`src/rtl/ow_net_pkg.sv`:
```
package ow_net_pkg;
  localparam int OW_ROM_W  = 64;
  localparam int OW_BYTE_W = 8;

  typedef enum logic [2:0] {
    ST_CMD, ST_ROM, ST_SRCH, ST_XPORT, ST_ERR
  } ow_state_e;

  // Place one bit into a word at a given index.
  function automatic logic [OW_ROM_W-1:0] put_bit(input logic [OW_ROM_W-1:0] w,
                                                  input int unsigned idx,
                                                  input logic b);
    logic [OW_ROM_W-1:0] r;
    r      = w;
    r[idx] = b;
    return r;
  endfunction

  // Mask with the low n bits set.
  function automatic logic [OW_ROM_W-1:0] low_mask(input int unsigned n);
    logic [OW_ROM_W-1:0] m;
    for (int i = 0; i < OW_ROM_W; i++) m[i] = (i < n);
    return m;
  endfunction

  function automatic logic cmd_known(input logic [7:0] c);
    return (c == 8'h33) || (c == 8'h55) || (c == 8'hF0) ||
           (c == 8'hCC) || (c == 8'h3C) || (c == 8'h69);
  endfunction

  function automatic ow_state_e cmd_next(input logic [7:0] c);
    case (c)
      8'h33, 8'h55, 8'h69: return ST_ROM;
      8'hF0:               return ST_SRCH;
      8'hCC, 8'h3C:        return ST_XPORT;
      default:             return ST_ERR;
    endcase
  endfunction
endpackage

```
`src/rtl/ow_bit_collector.sv`:
```
module ow_bit_collector
  import ow_net_pkg::*;
#(
  parameter int MAX_W = OW_ROM_W,
  localparam int CNT_W = $clog2(MAX_W + 1)
) (
  input  logic             clk,
  input  logic             rst_n,
  input  logic             clear,
  input  logic             shift,
  input  logic             bit_in,
  input  logic [CNT_W-1:0] len,
  output logic             done,
  output logic [MAX_W-1:0] field
);
  logic [MAX_W-1:0] acc;
  logic [CNT_W-1:0] cnt, cnt_nx;
  logic [OW_ROM_W-1:0] ins;

  assign cnt_nx = cnt + 1'b1;
  assign done   = shift && !clear && (cnt_nx == len);
  assign ins    = put_bit(OW_ROM_W'(acc), int'(cnt), bit_in) & low_mask(int'(len));
  assign field  = ins[MAX_W-1:0];

  always_ff @(posedge clk or negedge rst_n) begin
    if (!rst_n) begin
      acc <= '0;
      cnt <= '0;
    end else if (clear || done) begin
      acc <= '0;
      cnt <= '0;
    end else if (shift) begin
      acc <= field;
      cnt <= cnt_nx;
    end
  end
endmodule

```
`src/rtl/ow_search_tracker.sv`:
```
module ow_search_tracker
  import ow_net_pkg::*;
#(
  parameter int ROM_W = OW_ROM_W,
  localparam int GW = $clog2(ROM_W)
) (
  input  logic             clk,
  input  logic             rst_n,
  input  logic             clear,
  input  logic             shift,
  input  logic             bit_in,
  output logic             grp_done,
  output logic             nodev,
  output logic [ROM_W-1:0] rom_out
);
  logic [ROM_W-1:0] orig_r, comp_r, dir_r;
  logic [1:0]       phase;
  logic [GW-1:0]    gidx;
  logic             dir_slot;
  logic [OW_ROM_W-1:0] dir_ins;

  assign dir_slot = shift && !clear && (phase == 2'd2);
  assign nodev    = dir_slot && orig_r[gidx] && comp_r[gidx];
  assign grp_done = dir_slot && (gidx == GW'(ROM_W - 1));
  assign dir_ins  = put_bit(OW_ROM_W'(dir_r), int'(gidx), bit_in);
  assign rom_out  = dir_ins[ROM_W-1:0];

  always_ff @(posedge clk or negedge rst_n) begin
    if (!rst_n) begin
      orig_r <= '0; comp_r <= '0; dir_r <= '0;
      phase  <= '0; gidx   <= '0;
    end else if (clear || grp_done) begin
      orig_r <= '0; comp_r <= '0; dir_r <= '0;
      phase  <= '0; gidx   <= '0;
    end else if (shift) begin
      case (phase)
        2'd0: begin orig_r[gidx] <= bit_in; phase <= 2'd1; end
        2'd1: begin comp_r[gidx] <= bit_in; phase <= 2'd2; end
        default: begin
          dir_r <= rom_out;
          phase <= 2'd0;
          gidx  <= gidx + 1'b1;
        end
      endcase
    end
  end
endmodule

```
`src/rtl/ow_net_decoder.sv`:
```
module ow_net_decoder
  import ow_net_pkg::*;
#(
  parameter int ROM_W  = OW_ROM_W,
  parameter int BYTE_W = OW_BYTE_W,
  localparam int CNT_W = $clog2(ROM_W + 1)
) (
  input  logic              clk,
  input  logic              rst_n,
  input  logic              bit_stb,
  input  logic              bit_val,
  input  logic              rst_stb,
  output logic              cmd_valid,
  output logic [BYTE_W-1:0] cmd_code,
  output logic              cmd_error,
  output logic              rom_valid,
  output logic [ROM_W-1:0]  rom_code,
  output logic              data_valid,
  output logic [BYTE_W-1:0] data_byte,
  output logic              search_nodev
);
  ow_state_e         state;
  logic              col_shift, col_done, srch_shift, srch_done, srch_nodev;
  logic [CNT_W-1:0]  col_len;
  logic [ROM_W-1:0]  col_field, srch_rom;
  logic [BYTE_W-1:0] col_byte;

  assign col_shift  = bit_stb && (state != ST_SRCH);
  assign srch_shift = bit_stb && (state == ST_SRCH);
  assign col_len    = (state == ST_ROM) ? CNT_W'(ROM_W) : CNT_W'(BYTE_W);
  assign col_byte   = col_field[BYTE_W-1:0];

  ow_bit_collector #(.MAX_W(ROM_W)) u_col (
    .clk(clk), .rst_n(rst_n), .clear(rst_stb), .shift(col_shift),
    .bit_in(bit_val), .len(col_len), .done(col_done), .field(col_field)
  );

  ow_search_tracker #(.ROM_W(ROM_W)) u_srch (
    .clk(clk), .rst_n(rst_n), .clear(rst_stb), .shift(srch_shift),
    .bit_in(bit_val), .grp_done(srch_done), .nodev(srch_nodev), .rom_out(srch_rom)
  );

  always_ff @(posedge clk or negedge rst_n) begin
    if (!rst_n) begin
      state <= ST_CMD;
      cmd_valid <= 1'b0; cmd_code <= '0; cmd_error <= 1'b0;
      rom_valid <= 1'b0; rom_code <= '0;
      data_valid <= 1'b0; data_byte <= '0; search_nodev <= 1'b0;
    end else begin
      cmd_valid    <= 1'b0;
      rom_valid    <= 1'b0;
      data_valid   <= 1'b0;
      search_nodev <= srch_nodev;
      if (rst_stb) begin
        state     <= ST_CMD;
        cmd_error <= 1'b0;
      end else begin
        case (state)
          ST_CMD: if (col_done) begin
            cmd_valid <= 1'b1;
            cmd_code  <= col_byte;
            cmd_error <= !cmd_known(8'(col_byte));
            state     <= cmd_next(8'(col_byte));
          end
          ST_ROM: if (col_done) begin
            rom_valid <= 1'b1;
            rom_code  <= col_field;
            state     <= ST_XPORT;
          end
          ST_SRCH: if (srch_done) begin
            rom_valid <= 1'b1;
            rom_code  <= srch_rom;
            state     <= ST_XPORT;
          end
          default: if (col_done) begin
            data_valid <= 1'b1;
            data_byte  <= col_byte;
          end
        endcase
      end
    end
  end
endmodule

```
`config.mk`:
```
export PLATFORM = sky130hd
export DESIGN_NAME = ow_net_decoder
export DESIGN_NICKNAME = d
export VERILOG_FILES = /design/src/rtl/ow_net_pkg.sv /design/src/rtl/ow_bit_collector.sv /design/src/rtl/ow_search_tracker.sv /design/src/rtl/ow_net_decoder.sv
export SDC_FILE = /design/constraint.sdc
export NUM_CORES = 1
export LEC_CHECK = 0
export CORE_MARGIN = 4
export CORE_UTILIZATION = 46
export CTS_CLUSTER_DIAMETER = 120
export DETAILED_ROUTE_END_ITERATION = 8
export DONT_BUFFER_PORTS = 1
export GPL_TIMING_DRIVEN = 0
export SYNTH_ARGS = -nofsm -noshare
export SYNTH_HDL_FRONTEND = slang
export SYNTH_SLANG_ARGS = --single-unit
```
`constraint.sdc`:
```
create_clock -name clk -period 5.2 [get_ports clk]
set_input_delay 0.26 -clock clk [delete_from_list [all_inputs] [get_ports clk]]
set_output_delay 0.26 -clock clk [all_outputs]
set_load 0.005 [all_outputs]
```
==> reports/metrics.cfg, run 1 <==
[logic_synthesis]
synth.net_count=2279
syn_area_sq_um=18990
seq_area_frac_synth_pct=47.31
synth_warnings=0
ys_ff_latch=359
synth_edf_count=0
synth.area.top_cells=dfrtp_1 (47%), a21oi_1 (8.1%), nand2_1 (7.1%)
synthArstFlopShare_pct=100.0
synth_top_area_cell=dfrtp_1
synth_flop_cell=dfrtp_1
syn_area_per_cell_sq_um=8.361
syn_inst=2271
synth_top_area_share_pct=47.31
yosysUniqueCellTypes=67
synth.top_cells.by_count=dfrtp_1 (359), nand2_1 (359), a21oi_1 (309)

[sta]
setup_tns_ns=0
fmax_mhz=225.1
worstMarginPinSlew_ns=1.512
finalHoldViolations=359
setup_viol=0
finalMaxSlewViolations=11
finalCritPeriodShare_pct=85.44
fin_worst_skew_ns=0.02031
hold_slack_ns=-0.5949
rsz0062_at_grt=false
timing.final.crit_period_ns=4.443
timing.slew.headroom_pct=-1.077

[worst_setup_path]
cpMostUsedCell=nor2_1
slowest_delay_ns=0.82
reg2reg_depth=9
start_kind=flop
slowest_stage=nor2_1
crit_fanout=10
crit_arrival_ns=4.90
cp-end-kind=flop
crit_chain=clkbuf_1, clkbuf_1, buf_1, nand2_1, nor2_1, mux2i_1, nor2_1, nor2_1, a21oi_1
cp.required_ns=5.66
regToRegSetupSlack_ns=0.76
reg2reg_to=rom_code[26]$_DFFE_PN0P_
crit_type=flop to flop
crit-reg2reg-launch=u_srch.gidx[1]$_DFFE_PN0P_

[job]
cap_viol_max_count=1

[final_layout]
fillers=3863
stdcell_count=2881
final_nets=2325
syn_to_final_growth_pct=11.02
fin_util_pct=51.63
drive_gt1_share_pct=6.003
num_antenna_cells=0

[clock_network]
htreeDepth=2
cts_resized=0
cts_tree=yes
hold_buffers=1
clockRootBuffer=clkbuf_16
cts_setup_buffers=0
cts_sinks=359
clock_path_buffers=3
clk_pin_slew_ns=0.06
worstSkewPairLatency_ns=0.59
numCtsBuffers=42

[detailed_routing]
postRouteAntennaNets=0
viasPerCell=6.183
drc=0
drt_iter0_drc=1960
wl_per_cell_um=24.37
routed_wl_um=70220
vias=17810
drtPass1Iterations=6

[global_route]
grt_max_degree=360
grt_pass1_vias=17140
gr-usage-all-layers_pct=30.96
grt_antenna_before_repair=0
grt_pass1_wl_um=106400
grt.overflow.total=0

[status]
status=finished with violations
violations=hold timing, capacitance limit, slew limit

[die]
die-area_sq_um=44590
chipWidth_um=211.2
core_sq_um=40830
row_count=74
initial_core_util_pct=46.50
io_pins=90
die_height_um=211.2

[placement]
gp_congestion=0.9750
place_inst=2803
hpwlAfterDp_um=49900
io_buffers=0

[hold_path]
hp-class=input pin to async pin

[power]
power_density_nw_per_um2=288.5
p_total_mw=6.081
vdd_drop_max_mv=0.2695
power.leakage_nw=8.012

-- where the power goes --
part	total, mW	internal [mW]	leakage, nW	switching (mW)
Combinational	0.238	0.0471	2.34	0.191
Sequential	2.81	2.80	4.98	0.00586
Clock	3.04	1.79	0.695	1.24
-- logic make-up after synthesis --
family / share of synthesized area (%)
mux: 7.862
compound gates: 16.90
simple gates: 22.50
flops: 47.31
fa+ha+maj: 0.1977
buf+inv: 4.679
xor+xnor: 0.5535
-- how the worst max path moves through the flow --
stage	depth (start not counted)	to	from
floorplan	8	cmd_code[1]$_DFFE_PN0P_	u_col.cnt[0]$_DFFE_PN0P_
global placement	9	rom_code[62]$_DFFE_PN0P_	u_srch.gidx[1]$_DFFE_PN0P_
detailed placement	9	rom_code[62]$_DFFE_PN0P_	u_srch.gidx[1]$_DFFE_PN0P_
CTS	9	rom_code[62]$_DFFE_PN0P_	u_srch.gidx[1]$_DFFE_PN0P_
global route	9	rom_code[62]$_DFFE_PN0P_	u_srch.gidx[1]$_DFFE_PN0P_
finish	9	rom_code[26]$_DFFE_PN0P_	u_srch.gidx[1]$_DFFE_PN0P_
-- metrics by stage --
| stage | setup slack, ns | instance area [sq um] |
|---|---|---|
| global route | 0.8399 | 21080 |
| detailed placement | 0.9775 | 19650 |
| CTS | 0.9712 | 21070 |
| global placement | 0.9794 | 19650 |
| floorplan | 2.419 | 18990 |
| finish | 0.7573 | 21080 |
-- flip-flops by register name, summed over array words and instances, names as in the netlist --
signal	cells
u_srch.dir_r	64
u_col.acc	64
data_valid	1
u_srch.gidx	6
search_nodev	1
rom_code	64
cmd_code	8
cmd_error	1
rom_valid	1
u_srch.orig_r	64
state	3
u_col.cnt	7
cmd_valid	1
u_srch.comp_r	64
u_srch.phase	2
data_byte	8
-- layout by cell type, fill, tap and decap left out, drive strengths merged, types with 5 or more instances in the layout --
master,n
nor3b,5
a22oi,5
xor2,6
buf,35
nand3,159
nor3,19
and2,6
o21ai,133
a31oi,9
and3,7
mux4,13
xnor2,6
or2,5
a21oi,309
dfrtp,359
nand2,359
o22ai,21
inv,12
nand4,43
a221oi,6
nor2,306
a211oi,69
clkinv,8
nand2b,6
or3,17
mux2,26
mux2i,88
clkbuf,248
-- layout make-up --
class	count	area (sq um)	area share (%)
plain buffers	216	843.3	4.000
clock buffers	66	1282	6.084
clock inverters	10	122.6	0.5817
inverters	12	45.04	0.2137
multi-input cells	1684	9120	43.26
flip-flops and latches	359	8984	42.62
well taps	532	665.6	3.158
repair buffers	2	17.52	0.08310
-- metal layers --
metal	part of all wire, %	track usage, %	routed length, um	vias to the layer above
li1	-	-	-	8000
met1	41	42.81	28970	8744
met2	45	47.07	31600	856
met3	8.4	6.193	5928	214
met4	5.3	14.64	3716	0
met5	0	0	0	-
-- worst max-delay path: cells and delay by family (launching register included) --
kind | cells | cell delay, ns
multiplexers | 1 | 0.34
buffers and inverters | 3 | 1.75
AO/OA/AOI/OAI | 1 | 0.10
AND/OR/NAND/NOR | 4 | 1.74
flip-flops | 1 | 0.36
(Power assumes the default switching activity.)
==> inputs of run 2 (changes only) <==
--- a/config.mk
+++ b/config.mk
@@ -5,7 +5,7 @@
 export SDC_FILE = /design/constraint.sdc
 export NUM_CORES = 1
 export LEC_CHECK = 0
-export CORE_MARGIN = 4
+export CORE_MARGIN = 2
 export CORE_UTILIZATION = 46
 export CTS_CLUSTER_DIAMETER = 120
 export DETAILED_ROUTE_END_ITERATION = 8
==> run 2 against run 1 <==
Hold slack worse by 0.0011 ns; the run ends with hold timing left; first-iteration DRC count down 1.1%; fmax up 4.9%; clock skew up 0.0021 ns; sequential cell count unchanged; combinational power about the same.
==> reports/metrics.cfg, run 2 (synthesized netlist as in run 1, its figures left out) <==
[die]
die-area_sq_um=42920
die_height_um=207.2
io_pins=90
row_count=74
initial_core_util_pct=46.50
chipWidth_um=207.2
core_sq_um=40830

[placement]
post_dp_cell_area_sq_um=19660
io_buffers=0
place_inst=2804
hpwlAfterDp_um=49160
preCtsSetupSlack_ns=1.142
gp_congestion=0.9811

[worst_setup_path]
slowest_delay_ns=0.75
cp.required_ns=5.67
cpMostUsedCell=nor2_1
crit_chain=clkbuf_1, clkbuf_1, buf_1, nand2_1, nor2_1, mux2i_1, nor2_1, nor2_1, a21oi_1
slowest_stage=nor2_1
crit_type=flop to flop
reg2reg_depth=9
start_kind=flop
cp-end-kind=flop
crit_fanout=10
crit_arrival_ns=4.70

[detailed_routing]
vias=17780
drtPass1Iterations=8
wl_per_cell_um=24.01
routed_wl_um=69170
viasPerCell=6.171
drc=0
drt_iter0_drc=1938
postRouteAntennaNets=0

[sta]
finalCritPeriodShare_pct=81.44
rsz0062_at_grt=false
finalMaxSlewViolations=0
worstMarginPinSlew_ns=1.461
timing.slew.headroom_pct=1.863
fin_worst_skew_ns=0.02237
layout_setup_ws_ns=0.9653
fmax_mhz=236.1
hold_slack_ns=-0.5960
timing.final.crit_period_ns=4.235
setup_viol=0
finalHoldViolations=359
setup_tns_ns=0

[clock_network]
clk_pin_slew_ns=0.06
clockRootBuffer=clkbuf_16
cts_sinks=359
htreeDepth=2
clock_path_buffers=3
hold_buffers=1
worstSkewPairLatency_ns=0.59
cts_setup_buffers=0
numCtsBuffers=42
cts_tree=yes
cts_resized=0

[global_route]
grt_pass1_vias=16840
grt_antenna_before_repair=0
grt.overflow.total=0
grt_pass1_wl_um=104800
gr-usage-all-layers_pct=31.49
grt_max_degree=360

[power]
power_density_nw_per_um2=286.1
vdd_drop_max_mv=0.2088
power.leakage_nw=8.005
p_total_mw=6.024

[job]
cap_viol_max_count=0

[final_layout]
fin_util_pct=51.57
num_antenna_cells=0
drive_gt1_share_pct=6.088
final_nets=2326
syn_to_final_growth_pct=10.91
mostFrequentLayoutCells=nand2_1 (359), dfrtp_1 (359), a21oi_1 (309), nor2_1 (306), clkbuf_1 (189)
fillers=3918
stdcell_count=2881
stdcell_area_sq_um=21060

[status]
violations=hold timing
status=finished with violations

[hold_path]
hp-class=input pin to async pin

## run 2: cell types whose count changed in the layout (fill, tap and decap cells not counted)
cell	delta
inv_6	+1
bufinv_16	-2
nor3_2	-1
inv_16	+1
clkbuf_8	+4
buf_6	+1
clkbuf_1	-3
clkbuf_16	-1
nor3_1	+1
clkinv_8	-1
## run 2: path summary, 6_finish.rpt
check	from	endpoint	slack, ns
max	u_srch.gidx[1]$_DFFE_PN0P_	rom_code[26]$_DFFE_PN0P_	0.97
min	rst_n	u_srch.orig_r[15]$_DFFE_PN0P_	-0.60
max reg2reg	u_srch.gidx[1]$_DFFE_PN0P_	rom_code[26]$_DFFE_PN0P_	0.97
min reg2reg	u_col.acc[33]$_DFFE_PN0P_	u_col.acc[33]$_DFFE_PN0P_	0.52
max in group asynchronous	rst_n	u_srch.comp_r[63]$_DFFE_PN0P_	5.03
min in group clk	bit_stb	u_srch.gidx[1]$_DFFE_PN0P_	0.01
## run 2: final cells by class
cell class	count	area (sq um)	share of cell area, %
Buffer	216	843.3	4.005
Clock buffer	66	1301	6.179
Clock inverter	9	75.07	0.3565
Inverter	12	45.04	0.2139
Multi-Input combinational cell	1684	9115	43.29
Sequential cell	359	8984	42.66
Tap cell	532	665.6	3.161
Timing Repair Buffer	3	28.78	0.1367
## run 2: where the power goes
group	total, mW	switching [mW]	internal (mW)
Clock	2.98	1.26	1.72
Combinational	0.240	0.191	0.0481
Sequential	2.81	0.00578	2.80
Total	6.02	1.46	4.57
## run 2: layer usage
metal / global-route usage (%) / up-vias / part of all wire [%]
li1: - / 7994 / -
met1: 44.08 / 8714 / 43
met2: 49.00 / 874 / 45
met3: 3.972 / 198 / 7.0
met4: 14.41 / 0 / 4.8
met5: 0 / - / 0
## run 2: critical path: cells and delay by family (launching register included)
family	cells	cell delay, ns
buf+inv	3	1.70
simple gates	4	1.61
flops	1	0.35
mux	1	0.35
compound gates	1	0.10
==> inputs of run 3 (changes only) <==
==> constraint.sdc (replaced) <==
create_clock -name clk -period 3.9 [get_ports clk]
set_input_delay 0.195 -clock clk [delete_from_list [all_inputs] [get_ports clk]]
set_output_delay 0.195 -clock clk [all_outputs]
set_load 0.005 [all_outputs]
==> run 3 against run 2 <==
The flow still finishes with violations (hold timing); final cell count did not move; non-clock buffer count did not move; sequential power rose by 33%; utilization barely moved; largest cell class unchanged; highest routed layer unchanged.
==> reports/metrics.cfg, run 3 (synthesized netlist as in run 1, its figures left out) <==
[status]
status=finished with violations
violations=hold timing

[die]
row_count=74
die-area_sq_um=42920
chipWidth_um=207.2
initial_core_util_pct=46.50
die_height_um=207.2
io_pins=90
core_sq_um=40830

[detailed_routing]
postRouteAntennaNets=0
vias=17820
drt_iter0_drc=1952
wl_per_cell_um=24.02
viasPerCell=6.185
drc=0
drtPass1Iterations=6
routed_wl_um=69190

[sta]
fmax_mhz=261.6
finalCritPeriodShare_pct=98.03
finalHoldViolations=359
hold_slack_ns=-0.6613
setup_viol=0
worstMarginPinSlew_ns=1.085
finalMaxSlewViolations=0
setup_tns_ns=0
timing.slew.headroom_pct=27.51
rsz0062_at_grt=false
timing.final.crit_period_ns=3.823
fin_worst_skew_ns=0.02322

[worst_setup_path]
crit_fanout=10
cpMostUsedCell=nor2_1
slowest_delay_ns=0.65
cp-end-kind=flop
slowest_stage=clkdlybuf4s15_1
start_kind=flop
cpLargestDelayFamily=buffers and inverters
crit_arrival_ns=4.29
crit_chain=clkdlybuf4s15_1, buf_2, buf_2, nand2_1, nor2_1, mux2i_1, nor2_1, nor2_1, a21oi_1
crit_type=flop to flop
reg2reg_depth=9
cp_num_cells=9
path_buf_inv=3
cp.required_ns=4.37

[clock_network]
cts_setup_buffers=0
cts_sinks=359
clk_pin_slew_ns=0.06
worstSkewPairLatency_ns=0.59
hold_buffers=1
numCtsBuffers=42
clockRootBuffer=clkbuf_16
cts_tree=yes
htreeDepth=2
clock_path_buffers=3

[job]
cap_viol_max_count=0

[final_layout]
num_antenna_cells=0
syn_to_final_growth_pct=11.01
final_nets=2326
mostFrequentLayoutCells=nand2_1 (359), dfrtp_1 (359), a21oi_1 (309), nor2_1 (305), clkbuf_1 (185)
drive_gt1_share_pct=6.343
fillers=3920
stdcell_area_sq_um=21080

[global_route]
grt_pass1_vias=16840
grt_antenna_before_repair=0
grt_pass1_wl_um=104800
use_met3_pct=3.972
grtUsageMet2_pct=49.00
gr-usage-all-layers_pct=31.49
grt.overflow.total=0
grt_max_degree=360
busiest_layer=met2
grtUsageMet1_pct=44.08

[placement]
gp_congestion=0.9811
hpwlAfterDp_um=49160
post_dp_cell_area_sq_um=19660
io_buffers=0

[power]
power.leakage_nw=8.027
vdd_drop_max_mv=0.2765
power_density_nw_per_um2=381.6
p_total_mw=8.043

[hold_path]
hp-class=input pin to async pin

-- run 3: worst reg2reg max path, cell delays in order (launching register included) --
cell             delay (ns)
dfrtp_1                0.37
clkdlybuf4s15_1        0.65
buf_2                  0.51
buf_2                  0.47
nand2_1                0.41
nor2_1                 0.59
mux2i_1                0.35
nor2_1                 0.08
nor2_1                 0.18
a21oi_1                0.11
-- run 3: path summary, 6_finish.rpt --
path                                             from  slack, ns                            end
setup / recovery           u_srch.gidx[0]$_DFFE_PN0P_       0.08       rom_code[35]$_DFFE_PN0P_
hold / removal                                  rst_n      -0.66  u_srch.orig_r[15]$_DFFE_PN0P_
setup reg to reg           u_srch.gidx[0]$_DFFE_PN0P_       0.08       rom_code[35]$_DFFE_PN0P_
hold reg to reg             u_col.acc[54]$_DFFE_PN0P_       0.52      u_col.acc[54]$_DFFE_PN0P_
max in group asynchronous                       rst_n       3.80       u_col.cnt[4]$_DFFE_PN0P_
min in group clk                              rst_stb       0.05     u_srch.gidx[2]$_DFFE_PN0P_
-- run 3: final cells by class --
type                       instances  area [sq um]  share of cell area (%)
clock buffer                      66          1301                   6.174
multi-input combinational       1684          9123                   43.28
timing repair buffer               3         28.78                  0.1365
inverter                          12         45.04                  0.2137
buffer                           216         854.6                   4.055
clock inverter                     9         75.07                  0.3562
tap                              532         665.6                   3.158
sequential                       359          8984                   42.62
-- run 3: power by group --
| part | internal [mW] | total (mW) | leakage, nW | switching (mW) |
|---|---|---|---|---|
| clock network | 2.30 | 3.98 | 0.687 | 1.69 |
| logic | 0.0642 | 0.319 | 2.36 | 0.255 |
| registers | 3.73 | 3.74 | 4.98 | 0.00771 |
-- run 3: through the flow --
step	cells	hold slack [ns]	setup WS, ns	util [%]
after floorplan	2271	-0.1006	1.119	-
after global placement	2803	-0.07358	-0.1877	48.13
after detailed placement	2804	-0.07339	-0.1578	48.16
after CTS	2880	-0.6821	0.06158	51.56
after global routing	2881	-0.6753	0.01754	51.62
final	2881	-0.6613	0.07686	51.62
-- run 3: timing repair --
action                     in CTS  in global routing
cloned                          0                  0
setup endpoints to repair       8                 44
resized for setup               1                 11
hold endpoints to repair      363                359
-- run 3: layer usage --
layer / vias up / routed length, um
li1: 7998 / -
met1: 8773 / 29460
met2: 842 / 31340
met3: 207 / 4918
met4: 0 / 3476
met5: - / 0
